<file path="src/rtl/tonectl_pkg.sv">
package tonectl_pkg;
  localparam int BYTE_W = 8;
  localparam int PTR_W  = 4;

  typedef enum logic [1:0] {
    PH_IDLE,
    PH_ADDR,
    PH_SUB,
    PH_DATA
  } phase_t;
endpackage

</file>
<file path="src/rtl/i2c_line_filter.sv">
module i2c_line_filter #(
  parameter int FILT_LEN = 3
) (
  input  logic clk,
  input  logic rst_n,
  input  logic line_i,
  output logic line_f
);
  localparam int CW = $clog2(FILT_LEN + 1);

  logic [1:0]    sync_q;
  logic [CW-1:0] hold_cnt;

  always_ff @(posedge clk or negedge rst_n) begin
    if (!rst_n) begin
      sync_q   <= 2'b11;
      line_f   <= 1'b1;
      hold_cnt <= '0;
    end else begin
      sync_q <= {sync_q[0], line_i};
      if (sync_q[1] == line_f) begin
        hold_cnt <= '0;
      end else if (hold_cnt == CW'(FILT_LEN - 1)) begin
        line_f   <= sync_q[1];
        hold_cnt <= '0;
      end else begin
        hold_cnt <= hold_cnt + 1'b1;
      end
    end
  end
endmodule

</file>
<file path="src/rtl/tonectl_bus_rx.sv">
module tonectl_bus_rx
  import tonectl_pkg::*;
#(
  parameter logic [6:0] DEV_ADDR = 7'h44
) (
  input  logic              clk,
  input  logic              rst_n,
  input  logic              scl_f,
  input  logic              sda_f,
  output logic              sda_oe,
  output logic              wr_en,
  output logic [PTR_W-1:0]  wr_ptr,
  output logic [BYTE_W-1:0] wr_data,
  output logic              autoinc,
  output logic              bus_evt
);
  localparam logic [BYTE_W-1:0] ADDR_BYTE = {DEV_ADDR, 1'b0};
  localparam logic [3:0]        LAST_BIT  = 4'd8;

  phase_t            phase;
  logic              scl_q, sda_q;
  logic [3:0]        bit_cnt;
  logic [BYTE_W-1:0] shreg;
  logic              in_ack;
  logic              scl_rise, scl_fall, start_det, stop_det;

  always_ff @(posedge clk or negedge rst_n) begin
    if (!rst_n) begin
      scl_q <= 1'b1;
      sda_q <= 1'b1;
    end else begin
      scl_q <= scl_f;
      sda_q <= sda_f;
    end
  end

  assign scl_rise  = scl_f & ~scl_q;
  assign scl_fall  = ~scl_f & scl_q;
  assign start_det = scl_f & scl_q & sda_q & ~sda_f;
  assign stop_det  = scl_f & scl_q & ~sda_q & sda_f;
  assign bus_evt   = start_det | stop_det;

  always_ff @(posedge clk or negedge rst_n) begin
    if (!rst_n) begin
      phase   <= PH_IDLE;
      bit_cnt <= '0;
      shreg   <= '0;
      in_ack  <= 1'b0;
      sda_oe  <= 1'b0;
      wr_en   <= 1'b0;
      wr_ptr  <= '0;
      wr_data <= '0;
      autoinc <= 1'b0;
    end else begin
      wr_en <= 1'b0;
      if (wr_en && autoinc) begin
        wr_ptr <= wr_ptr + 1'b1;
      end
      if (start_det) begin
        phase   <= PH_ADDR;
        bit_cnt <= '0;
        in_ack  <= 1'b0;
        sda_oe  <= 1'b0;
      end else if (stop_det) begin
        phase   <= PH_IDLE;
        bit_cnt <= '0;
        in_ack  <= 1'b0;
        sda_oe  <= 1'b0;
      end else if (phase != PH_IDLE) begin
        if (scl_rise && !in_ack && bit_cnt != LAST_BIT) begin
          shreg   <= {shreg[BYTE_W-2:0], sda_f};
          bit_cnt <= bit_cnt + 1'b1;
        end
        if (scl_fall) begin
          if (in_ack) begin
            in_ack  <= 1'b0;
            sda_oe  <= 1'b0;
            bit_cnt <= '0;
            unique case (phase)
              PH_ADDR: phase <= PH_SUB;
              PH_SUB:  phase <= PH_DATA;
              default: phase <= PH_DATA;
            endcase
          end else if (bit_cnt == LAST_BIT) begin
            unique case (phase)
              PH_ADDR: begin
                if (shreg == ADDR_BYTE) begin
                  in_ack <= 1'b1;
                  sda_oe <= 1'b1;
                end else begin
                  phase   <= PH_IDLE;
                  bit_cnt <= '0;
                end
              end
              PH_SUB: begin
                wr_ptr  <= shreg[PTR_W-1:0];
                autoinc <= shreg[4];
                in_ack  <= 1'b1;
                sda_oe  <= 1'b1;
              end
              default: begin
                wr_en   <= 1'b1;
                wr_data <= shreg;
                in_ack  <= 1'b1;
                sda_oe  <= 1'b1;
              end
            endcase
          end
        end
      end
    end
  end
endmodule

</file>
<file path="src/rtl/tonectl_regbank.sv">
module tonectl_regbank
  import tonectl_pkg::*;
#(
  parameter int                    NREG       = 8,
  parameter logic [8*NREG-1:0]     RESET_VALS = '0
) (
  input  logic                   clk,
  input  logic                   rst_n,
  input  logic                   wr_en,
  input  logic [PTR_W-1:0]       wr_ptr,
  input  logic [BYTE_W-1:0]      wr_data,
  output logic [BYTE_W*NREG-1:0] reg_q
);
  for (genvar gi = 0; gi < NREG; gi++) begin : g_reg
    always_ff @(posedge clk or negedge rst_n) begin
      if (!rst_n) begin
        reg_q[BYTE_W*gi +: BYTE_W] <= RESET_VALS[BYTE_W*gi +: BYTE_W];
      end else if (wr_en && wr_ptr == PTR_W'(gi)) begin
        reg_q[BYTE_W*gi +: BYTE_W] <= wr_data;
      end
    end
  end
endmodule

</file>
<file path="src/rtl/tonectl_i2c_regs.sv">
module tonectl_i2c_regs
  import tonectl_pkg::*;
#(
  parameter logic [6:0]        DEV_ADDR   = 7'h44,
  parameter int                NUM_REGS   = 8,
  parameter int                FILT_LEN   = 3,
  parameter logic [63:0]       RESET_VALS = 64'h00_50_50_08_07_30_0E_01
) (
  input  logic                       clk,
  input  logic                       rst_n,
  input  logic                       scl_i,
  input  logic                       sda_i,
  output logic                       sda_oe,
  output logic [BYTE_W*NUM_REGS-1:0] reg_q
);
  localparam int NLINES = 2;

  logic [NLINES-1:0] line_raw, line_flt;
  logic              scl_f, sda_f;
  logic              wr_en, autoinc, bus_evt;
  logic [PTR_W-1:0]  wr_ptr;
  logic [BYTE_W-1:0] wr_data;

  assign line_raw = {sda_i, scl_i};

  for (genvar gl = 0; gl < NLINES; gl++) begin : g_line
    i2c_line_filter #(.FILT_LEN(FILT_LEN)) u_filt (
      .clk    (clk),
      .rst_n  (rst_n),
      .line_i (line_raw[gl]),
      .line_f (line_flt[gl])
    );
  end

  assign scl_f = line_flt[0];
  assign sda_f = line_flt[1];

  tonectl_bus_rx #(.DEV_ADDR(DEV_ADDR)) u_rx (
    .clk     (clk),
    .rst_n   (rst_n),
    .scl_f   (scl_f),
    .sda_f   (sda_f),
    .sda_oe  (sda_oe),
    .wr_en   (wr_en),
    .wr_ptr  (wr_ptr),
    .wr_data (wr_data),
    .autoinc (autoinc),
    .bus_evt (bus_evt)
  );

  tonectl_regbank #(
    .NREG       (NUM_REGS),
    .RESET_VALS (RESET_VALS[BYTE_W*NUM_REGS-1:0])
  ) u_bank (
    .clk     (clk),
    .rst_n   (rst_n),
    .wr_en   (wr_en),
    .wr_ptr  (wr_ptr),
    .wr_data (wr_data),
    .reg_q   (reg_q)
  );
endmodule

</file>
<file path="config.mk">
export PLATFORM = sky130hd
export DESIGN_NAME = tonectl_i2c_regs
export DESIGN_NICKNAME = d
export VERILOG_FILES = /design/src/rtl/tonectl_pkg.sv /design/src/rtl/i2c_line_filter.sv /design/src/rtl/tonectl_bus_rx.sv /design/src/rtl/tonectl_regbank.sv /design/src/rtl/tonectl_i2c_regs.sv
export SDC_FILE = /design/constraint.sdc
export NUM_CORES = 1
export LEC_CHECK = 0
export BUFFER_PORTS_ARGS = -buffer_cell sky130_fd_sc_hd__buf_2
export CAP_MARGIN = 25
export CORE_ASPECT_RATIO = 1.1
export CORE_MARGIN = 2
export CORE_UTILIZATION = 55
export CTS_CLUSTER_DIAMETER = 200
export DETAILED_ROUTE_END_ITERATION = 6
export GPL_ROUTABILITY_DRIVEN = 0
export PLACE_DENSITY = 0.9
export SLEW_MARGIN = 20
export SYNTH_ARGS = -nofsm -noshare
export SYNTH_HDL_FRONTEND = slang
export SYNTH_SLANG_ARGS = --single-unit
</file>
<file path="constraint.sdc">
create_clock -name clk -period 5.2 [get_ports clk]
set_clock_uncertainty 0.2 [all_clocks]
set_input_delay 0.52 -clock clk [delete_from_list [all_inputs] [get_ports clk]]
set_output_delay 0.52 -clock clk [all_outputs]
set_load 0.01 [all_outputs]
</file>
### Yosys cells after proc, flatten, opt, wreduce, memory -nomap -nowiden

Cells that the tools add are included.

| cells by class | value |
|---|---|
| $add $sub $neg | 4 |
| multipliers | 0 |
| divide/modulo/power cells | 0 |
| magnitude comparators | 0 |
| eq/ne operators | 18 |
| shift-type cells | 0 |
| muxes and demuxes | 53 |
| bitwise operators | 17 |
| reduce and logical (&&, ||, !) cells | 27 |

Operator list:

| kind | number |
|---|---|
| $mux W4 | 17 |
| $mux W1 | 24 |
| $mux W2 | 12 |
| $eq A4 B3 Y1 const B | 4 |
| $reduce_and A7 Y1 | 2 |
| $logic_and A1 B1 Y1 | 11 |
| $not A1 Y1 | 10 |
| $add A4 B1 Y4 const B | 2 |
| $eq A4 B2 Y1 const B | 2 |
| $eq A8 B8 Y1 const B | 1 |
| $reduce_and A4 Y1 | 2 |
| $reduce_bool A4 Y1 | 2 |
| $and A1 B1 Y1 | 7 |
| $eq A2 B2 Y1 const B | 3 |
| $reduce_and A2 Y1 | 3 |
| $reduce_bool A3 Y1 | 2 |
| $ne A5 B1 Y1 const B | 1 |
| $reduce_and A5 Y1 | 1 |
| $add A2 B1 Y2 const B | 2 |
| $eq A4 B1 Y1 const B | 1 |
| $eq A4 B4 Y1 const B | 1 |
| $logic_not A4 Y1 | 1 |
| $ne A4 B1 Y1 const B | 1 |
| $ne A4 B4 Y1 const B | 1 |
| other kinds (5) | 6 |

| word-level totals | value |
|---|---|
| register bits | 106 |
| latch bits | 0 |
| RAM bits | 0 |
| bits in read-only memories | 0 |
| input bits | 4 |
| output and inout bits | 65 |
| word-level logic and storage cells | 144 |
| memories kept | 0 |

### Longest topological paths before layout

| logic depth | value |
|---|---|
| depth after elaboration | 13 |
| gate-level depth with buffers | 6 |
| mapped depth without buffers | 6 |

### Hierarchy

From an unflattened synthesis, not the netlist that was laid out.

| unflattened totals | value |
|---|---|
| cells, all modules | 276 |
| area, all modules | 4320.4 um^2 |

Modules (own cells, without submodules):

| module | instances | cells an instance | area each (um^2) | sequential area each (um^2) |
|---|---|---|---|---|
| tonectl_regbank | 1 | 144 | 2504.9 | 1619.1 |
| tonectl_bus_rx | 1 | 112 | 1457.6 | 803.3 |
| i2c_line_filter | 2 | 10 | 178.9 | 128.9 |

### Worst setup path after synthesis

OpenSTA, ideal clock, no wires.

| path | value |
|---|---|
| path kind | register -> register |
| from | register u_rx.scl_q |
| to | register u_rx.wr_data[0] |
| setup time | 125 ps |
| data arrival time | 1719 ps |
| data required time | 4875 ps |
| slack | 3156 ps |
| stages on the path, launching flop included | 5 |
| path buffers | 1 |
| period minus slack after synthesis | 2044 ps |
| path through | dfstp_2 > clkbuf_2 > nor3b_4 > nor4b_4 > mux2_2 |

| on the way | value |
|---|---|
| word-level cells in the longest chain between the ends | 5 |
| elaborated cells on any way between the ends | 9 |
| those cells by class | bitwise: 8; reduce/logical: 1 |

RTL lines:

| item | line | text |
|---|---|---|
| start: declaration | tonectl_bus_rx.sv:21 | `logic scl_q, sda_q;` |
| start signal: assignment | tonectl_bus_rx.sv:32 | `scl_q <= scl_f;` |
| $and A1 B1 Y1 | tonectl_bus_rx.sv:39, tonectl_bus_rx.sv:40 |  |
| $and A1 B1 Y1 (on tied branches) (2 in series) | tonectl_bus_rx.sv:39, tonectl_bus_rx.sv:40 |  |
| $not A1 Y1 (no source line) | -- |  |
| $reduce_and A7 Y1 (no source line) * | -- |  |
| end signal: assignment | tonectl_bus_rx.sv:103 | `wr_data <= shreg;` |
| end: declaration | tonectl_bus_rx.sv:13 | `output logic [BYTE_W-1:0] wr_data,` |

Every way passes the cells marked *; elsewhere a longest branch is shown, timed or not.
A chain may end at the register's enable or synchronous reset.

### Final worst setup path

| path | value |
|---|---|
| from | register u_rx.phase[0] |
| to | register u_rx.wr_data[7] |

| on the way | value |
|---|---|
| word-level cells in the longest chain between the ends | 4 |
| elaborated cells on any way between the ends | 6 |
| those cells by class | eq/ne: 2; bitwise: 1; reduce/logical: 3 |

RTL lines:

| item | line | text |
|---|---|---|
| start: declaration | tonectl_bus_rx.sv:20 | `phase_t phase;` |
| start signal: assignment | tonectl_bus_rx.sv:45 | `phase <= PH_IDLE;` |
| start signal: assignment | tonectl_bus_rx.sv:60 | `phase <= PH_ADDR;` |
| start signal: assignment | tonectl_bus_rx.sv:65 | `phase <= PH_IDLE;` |
| $eq A2 B2 Y1 / $eq A2 B1 Y1 (equally long branches) | tonectl_bus_rx.sv:85 | `unique case (phase)` |
| $reduce_or A2 Y1 (no source line) | -- |  |
| $not A1 Y1 (no source line) | -- |  |
| $reduce_and A7 Y1 (no source line) * | -- |  |

Marked as above.

==> metrics.txt <==
status=finished with violations; failing checks=hold timing; die area=8650 µm²; critical path class=reg2reg; share of cells above drive strength 1=52.8%; Pwr Density=299 nW/µm²; Total GRT Usage=20.5%; Worst EP required=5.26 ns; design area=4990 µm²; final hold violation count=11; Congestion Overflow GR=0; yosys warns=0; M1 wire length=3450 µm; first drt pass iteration count=4; flops & latches, synth=106; port buffer count=68; top-area cell type share of the netlist area=48.3%; Hold Crit Class=in2async; routed wl met2=4350 µm; Initial Util=55.9%; die width=88.8 µm; commonest non-fill, non-tap cell in the layout=dfrtp_1; largest net degree at the start of global routing=61; CTS Buffer Depth=2; Post-Route Setup TNS=0 ns; cells along the critical path=inv_1, ha_1, nor3b_4, nor4b_4, mux2_2; syn nets=310; diodes inserted=0; ys flop type=dfrtp_1; final period utilization=43.6%; crit path max fanout=9; library cells used by synthesis=40; Syn Area/Cell=14.7 µm²; setup violators final=0; placed inst area=4810 µm²; Crit path arrival time=2.33 ns; clock-pin slew on the worst setup and hold paths=0.10 ns; top sig layer=met4; Setup crit end kind=flop; Yosys top cell by area=dfrtp_1; CTS resizes=0; sequential share of the synthesized area=61.5%; commonest non-fill, non-tap cells in the layout=84 x dfrtp_1, 83 x mux2_2, 67 x buf_2; largest cells by area after synthesis=dfrtp_1 48%, mux2_2 21%, dfstp_2 13%; Post-Route WL=8250 µm; total number of vias=2,629; area growth from synthesis to layout=14.5%; FP Rows=34; I/O Pins=69; CP bufs+invs=1; Slew @ Worst Pin=0.716 ns; Leak=0.00262 µW; worst skew pair latency=0.37 ns; DRT iter0 DRCs=101; number of max-cap violations=0; vias in the first global route=2,722; first-pass GRT wire length=13,600 µm; H-tree depth=3; WHS=-0.00840 ns; fin util=64.0%; top cell family by delay on the critical path=simple AND/OR/NAND/NOR gates; Slew Limit Headroom=52.2%; Antenna Violating Nets Remaining=0; minimum clock period=2.27 ns; synthesized area=4360 µm²; post-CTS setup buffer count=0; CP Launch Type=flop; Final Slew Violations=0; initial antenna violation count=0; HPWL Detailed=5830 µm; ys async rst share=100%; vias per inst=5.44; EDFF count, synth=0; Sink Count=106; CP peak stage delay=0.57 ns; worst vdd ir=0.216 mV; CTS tree=done; Final Net Count=383; hold buffer count at cts=0; Critical Path Slowest Stage Cell=nor4b_4; Root Driver=clkbuf_8; Max Freq=441 MHz; met3 wire length=293 µm; RSZ-0062 raised after global routing=false; core box area=7780 µm²; die extent in y=97.3 µm; DR DRC count=0; cts bufs inserted=9; Post-Synthesis Cells=297; drt wl/cell=17.1 µm
==> sequential cells by signal (all words and copies together), names as in the netlist <==
name                    flops
u_rx.wr_en                  1
u_rx.scl_q                  1
u_rx.autoinc                1
u_bank.reg_q               64
u_rx.shreg                  8
u_rx.phase                  2
g_line.u_filt.sync_q        4
u_rx.bit_cnt                4
u_rx.in_ack                 1
u_rx.wr_ptr                 4
u_rx.sda_q                  1
g_line.u_filt.hold_cnt      4
u_rx.wr_data                8
u_rx.sda_oe                 1
g_line.u_filt.line_f        2
==> routing by layer <==
layer  vias up  global-route usage [%]
li1       1197                       -
met1      1348                    25.8
met2        72                    35.0
met3        12                    2.89
met4         0                    8.39
met5         -                       0
==> final cells by class <==
type	count	area (µm²)
fill	586	2800
sequential	106	2680
multi-input combinational	174	1610
timing repair buffer	69	350
tap	108	135
clock buffer	9	124
clock inverter	7	52.6
inverter	10	37.5
==> kinds of logic after synthesis <==
logic type / count (synthesis) / share of synthesized area (%)
flops: 106 / 61.5
xor+xnor: 10 / 2.01
fa+ha+maj: 9 / 2.59
compound gates: 21 / 3.39
mux: 85 / 21.9
simple gates: 49 / 6.98
buf+inv: 17 / 1.58
==> metrics by stage <==
step           instances  hold slack [ns]  total power (µW)  setup WS, ns
2_1_floorplan        297           0.0244              1010          3.16
3_3_place_gp         467            0.146              1040          3.04
3_5_place_dp         467            0.147              1050          2.94
4_1_cts              483          0.00262              1500          2.92
5_1_grt              483           0.0260              1560          2.78
6_report             483         -0.00840              1490          2.93
==> power by group <==
group / switching (µW) / internal (µW) / leakage, µW
clock network: 282 / 177 / 0.0000836
registers: 51.0 / 872 / 0.00140
logic: 56.8 / 51.3 / 0.00113
==> worst reg2reg max path: cells and delay by family, from the launching register on <==
kind,cells,cell delay [ns]
adder cells (fa/ha/maj),1,0.26
buffers and inverters,1,0.07
flip-flops,1,0.38
multiplexers,1,0.41
AND/OR/NAND/NOR,2,0.84
==> final timing paths <==
path,from,end,slack (ns),cells past startpoint
worst max-delay path,u_rx.phase[0]$_DFFE_PN0P_,u_rx.wr_data[7]$_DFFE_PN0P_,2.93,5
worst min-delay path,rst_n,u_bank.reg_q[42]$_DFFE_PN0P_,-0.008,1
worst max register to register,u_rx.phase[0]$_DFFE_PN0P_,u_rx.wr_data[7]$_DFFE_PN0P_,2.93,5
worst min register to register,g_line[1].u_filt.sync_q[0]$_DFF_PN1_,g_line[1].u_filt.sync_q[1]$_DFF_PN1_,0.16,0
max in group asynchronous,rst_n,g_line[1].u_filt.hold_cnt[0]$_DFF_PN0_,3.77,2
min in group clk,scl_i,g_line[0].u_filt.sync_q[0]$_DFF_PN1_,0.03,1
==> Yosys cell counts, drive strengths merged (3+ instances only) <==
cell and instances:
clkbuf 4, mux2 83, nor2 9, nand3 6, nor4b 4, buf 3
dfrtp 84, nand2 11, ha 9, xnor2 7, inv 10, a21oi 7
xor2 3, dfstp 22, nor3 8
Note: power is estimated with default switching activity, not from simulation.
